$ cat src/rtl/span_fill_pkg.sv
package span_fill_pkg;

  localparam int unsigned NARROW_W = 4;
  localparam int unsigned WIDE_W   = 8;

  function automatic bit width_ok(int unsigned w);
    return (w == NARROW_W) || (w == WIDE_W);
  endfunction

endpackage

$ cat src/rtl/span_fill_rst_sync.sv
module span_fill_rst_sync #(
  parameter int unsigned STAGES = 2
) (
  input  logic clk,
  input  logic rst_n,
  output logic rst_sync_n
);
  localparam int unsigned LAST = STAGES - 1;

  logic [LAST:0] chain_q;
  logic [LAST:0] chain_d;

  always_comb begin
    chain_d = {chain_q[LAST:0], 1'b1};
    chain_d = chain_d[LAST:0];
  end

  always_ff @(posedge clk or negedge rst_n) begin
    if (!rst_n) chain_q <= '0;
    else        chain_q <= chain_d;
  end

  assign rst_sync_n = chain_q[LAST];
endmodule

$ cat src/rtl/span_fill_hold.sv
module span_fill_hold #(
  parameter int unsigned IDX_W = 8
) (
  input  logic             clk,
  input  logic             rst_n,
  input  logic             pix_vld,
  input  logic             pix_sol,
  input  logic [IDX_W-1:0] pix_idx,
  output logic [IDX_W-1:0] eff_hold
);
  logic [IDX_W-1:0] hold_q;
  logic [IDX_W-1:0] hold_d;
  logic             hold_ce;

  always_comb begin
    eff_hold = pix_sol ? '0 : hold_q;
    hold_d   = (pix_idx != '0) ? pix_idx : eff_hold;
    hold_ce  = pix_vld;
  end

  always_ff @(posedge clk or negedge rst_n) begin
    if (!rst_n)       hold_q <= '0;
    else if (hold_ce) hold_q <= hold_d;
  end
endmodule

$ cat src/rtl/span_fill_pick.sv
module span_fill_pick #(
  parameter int unsigned IDX_W = 8
) (
  input  logic             fill_en,
  input  logic [IDX_W-1:0] pix_idx,
  input  logic [IDX_W-1:0] eff_hold,
  output logic [IDX_W-1:0] pick_idx
);
  logic is_zero;

  always_comb begin
    is_zero  = (pix_idx == '0);
    pick_idx = (fill_en && is_zero) ? eff_hold : pix_idx;
  end
endmodule

$ cat src/rtl/span_fill.sv
module span_fill
  import span_fill_pkg::*;
#(
  parameter int unsigned IDX_W     = 8,
  parameter int unsigned RST_STAGES = 2
) (
  input  logic             clk,
  input  logic             rst_n,
  input  logic             fill_en,
  input  logic             pix_vld,
  input  logic             pix_sol,
  input  logic [IDX_W-1:0] pix_idx,
  output logic             out_vld,
  output logic [IDX_W-1:0] out_idx
);
  // only the supported index widths elaborate
  generate
    if (!width_ok(IDX_W)) begin : g_bad_width
      $error("span_fill: IDX_W must be 4 or 8");
    end
  endgenerate

  logic             rst_q_n;
  logic [IDX_W-1:0] eff_hold;
  logic [IDX_W-1:0] pick_idx;
  logic             vld_d;
  logic [IDX_W-1:0] idx_d;
  logic             idx_ce;

  span_fill_rst_sync #(.STAGES(RST_STAGES)) u_rst (
    .clk(clk), .rst_n(rst_n), .rst_sync_n(rst_q_n)
  );

  span_fill_hold #(.IDX_W(IDX_W)) u_hold (
    .clk(clk), .rst_n(rst_q_n), .pix_vld(pix_vld), .pix_sol(pix_sol),
    .pix_idx(pix_idx), .eff_hold(eff_hold)
  );

  span_fill_pick #(.IDX_W(IDX_W)) u_pick (
    .fill_en(fill_en), .pix_idx(pix_idx), .eff_hold(eff_hold),
    .pick_idx(pick_idx)
  );

  always_comb begin
    vld_d  = pix_vld;
    idx_ce = pix_vld;
    idx_d  = pick_idx;
  end

  always_ff @(posedge clk or negedge rst_q_n) begin
    if (!rst_q_n) begin
      out_vld <= 1'b0;
      out_idx <= '0;
    end else begin
      out_vld <= vld_d;
      if (idx_ce) out_idx <= idx_d;
    end
  end
endmodule

$ cat config.mk
export PLATFORM = sky130hd
export DESIGN_NAME = span_fill
export DESIGN_NICKNAME = d
export VERILOG_FILES = /design/src/rtl/span_fill_pkg.sv /design/src/rtl/span_fill_rst_sync.sv /design/src/rtl/span_fill_hold.sv /design/src/rtl/span_fill_pick.sv /design/src/rtl/span_fill.sv
export SDC_FILE = /design/constraint.sdc
export NUM_CORES = 1
export LEC_CHECK = 0
export ABC_CLOCK_PERIOD_IN_PS = 1200
export BUFFER_PORTS_ARGS = -buffer_cell sky130_fd_sc_hd__buf_2
export CAP_MARGIN = 20
export CORE_ASPECT_RATIO = 1.4
export CORE_MARGIN = 2
export CORE_UTILIZATION = 40
export DETAILED_ROUTE_END_ITERATION = 10
export PLACE_DENSITY = 0.68
export SLEW_MARGIN = 20
export SYNTH_ARGS = -nofsm -noshare
export SYNTH_HDL_FRONTEND = slang
export SYNTH_SLANG_ARGS = --single-unit
$ cat constraint.sdc
create_clock -name clk -period 1.2 [get_ports clk]
set_clock_uncertainty 0.05 [all_clocks]
set_input_delay 0.06 -clock clk [delete_from_list [all_inputs] [get_ports clk]]
set_output_delay 0.06 -clock clk [all_outputs]
set_load 0.02 [all_outputs]
==> results.yml <==
status:
  status: "complete, no violations"
pwr:
  ir_drop_v: 0.000568
  total_power_uw: 1260
  p_per_area_mw_per_mm2: 1220
  p_leak_uw: 0.000500
global_route:
  grt_max_degree: 18
  grt_pass1_vias: 593
  grt_pass1_wl_microns: 2700
  grt-ovfl-total: 0
  grtUsageTotal_pct: 17.0
  antenna_found_initial: 0
sta:
  fin_crit_sh_pct: 82.2
  max-slew-margin-rel_pct: 57.4
  grt_setup_unrepaired: "false"
  period_minus_slack_ns: 0.986
  setup_viol: 0
  drv_slew: 0
  hold_viol_final: 0
  fin_ws_ns: 0.214
  setup_tns_ns: 0
  clock.fmax_mhz: 1010
  worstMarginPinSlew_ns: 0.636
routing:
  wl_per_cell_microns: 13.0
  drt_pass1_iterations: 5
  vias: 665
  drc: 0
  vias_per_cell: 5.08
  wirelength_microns: 1700
  ant_nets: 0
  drt-initial-drc-count: 10
cells_and_area:
  fin_cells: 131
  antenna_cells: 0
  fin_area_sq_mm: 0.00103
  nets: 125
  drive_above_1_share_pct: 25.2
  areaGrowthSynthToFinish_pct: 32.6
floorplan:
  start_util_pct: 43.3
  die_w_microns: 41.3
  io_pins: 22
  die_y_microns: 56.2
  die_area_sq_mm: 0.00232
  row_count: 18
  coreArea_sq_mm: 0.00180
yosys:
  ys_warn_count: 0
  syn-cell-area_sq_um: 779
  ys_ff_latch: 19
  synthDistinctLibCells: 13
  yosysSeqAreaShare_pct: 61.0
  syn_area_per_cell_sq_um: 10.1
  netlist_instances: 77
  synth_fp_nets: 90
worst_hold_path:
  hp-class: "in2reg"
  holdCritStartpoint: "pix_idx[4]"
  min_to: "u_hold.hold_q[4]"
  worstHoldPathCells: 3
clock_network:
  hold_buffers: 9
  htree_levels: 1
  cts_tree: "yes"
  clkSinkCount: 19
  post_cts_resize_count: 0
  cts_buffer_depth: 2
  cts-root-buf: "clkbuf_4"
  cts.clk_slew.worst_paths_ns: 0.11
  clock_latency_ns: 0.30
  numCtsBuffers: 3
  post_cts_buffers: 0
setup_path:
  r2r-start: "out_idx[6]"
  r2r-end: "out_idx[6]"
  r2r_cells: 2
  critical_path_class: "reg2out"
  startpoint_type: "register"
  cp.arrival_ns: 0.88
  cp_num_buf_inv: 1
  slowest_delay_ns: 0.41
  cp.required_ns: 1.09
  cp_slowest_cell: "dfrtp_1"
  crit_fanout: 2
  reg2reg_slack_ns: 0.34
  crit_chain: "buf_2"
  crit_family: "flip-flops"
  endpoint_kind: "output port"
placed_design:
  dp_hpwl_microns: 1160
  dp_worst_setup_slack_ns: -0.00527
  gp_congestion: 0.745
  place_inst: 118
  portBuffers: 21
  dpl_cell_area_sq_um: 917
run:
  cap_viol_max_count: 0
[synthesized netlist by cell type]
| master | n | area (sq um) |
|---|---|---|
| a21boi_0 | 8 | 60.1 |
| a31oi_1 | 1 | 6.26 |
| buf_1 | 2 | 7.51 |
| buf_4 | 1 | 7.51 |
| conb_1 | 1 | 3.75 |
| dfrtp_1 | 19 | 475 |
| inv_1 | 9 | 33.8 |
| nand2_1 | 8 | 30.0 |
| nand3_1 | 9 | 45.0 |
| nor2_1 | 1 | 3.75 |
| nor3_1 | 1 | 5.00 |
| nor4_4 | 1 | 21.3 |
| o21ai_0 | 16 | 80.1 |
[registers in the layout (all words and copies together) (netlist names)]
name	flops
out_idx	8
u_rst.chain_q	2
out_vld	1
u_hold.hold_q	8
[cells in the final DEF (no fill, tap or decap)]
cell type,Yosys,routed
clkbuf_1,0,1
inv_1,9,9
dfrtp_1,19,19
a31oi_1,1,1
o21ai_0,16,16
a21boi_0,8,8
buf_4,1,3
nor4_4,1,1
buf_2,0,21
conb_1,1,1
clkbuf_4,0,3
nand3_1,9,9
nor3_1,1,1
nor2_1,1,1
nand2_1,8,8
dlygate4sd3_1,0,9
[per-layer routing]
metal  wire (microns)  global-route usage, %  share of wire (%)  vias to the layer above
met5                0                      0                  0                        -
met4               50                   8.29                2.9                        0
met3               84                   2.40                4.9                        5
met2              835                   23.4                 49                       18
met1              733                   25.5                 43                      316
li1                 -                      -                  -                      326
[power breakdown]
group | leakage [uW] | total, uW | switching [uW] | internal [uW]
registers | 0.000229 | 718 | 25.3 | 693
logic | 0.000255 | 209 | 121 | 88.0
clock network | 0.0000150 | 329 | 199 | 130
[stage by stage]
stage	hold slack (ns)	util [%]
after floorplan	-0.286	-
after global placement	-0.204	50.9
after detailed placement	-0.202	50.9
after CTS	0.00260	57.4
after global routing	0.0194	57.4
final	0.00381	57.4
[cell families after synthesis]
family / Yosys count / share of synthesized area, %
AOI/OAI and AO/OA: 25 / 18.8
other: 1 / 0.481
and+or+nand+nor: 20 / 13.5
buffers and inverters: 12 / 6.26
DFF: 19 / 61.0
[worst max path at each step]
stage	cells past startpoint	from	to	slack [ns]
floorplan	4	pix_vld	u_hold.hold_q[0]	0.32
global placement	4	pix_idx[3]	u_hold.hold_q[0]	0.02
detailed placement	4	pix_idx[3]	u_hold.hold_q[4]	-0.005
CTS	1	out_idx[6]	out_idx[6]	0.22
global route	5	pix_idx[3]	out_idx[3]	0.17
finish	1	out_idx[6]	out_idx[6]	0.21
[cell type report]
class	count	area, sq um
clock buffers	4	26.3
fillers	180	768
well taps	20	25.0
repair buffers	33	218
flip-flops and latches	19	475
multi-input cells	46	255
inverters	9	33.8
Power figures use the tool's default switching activity.
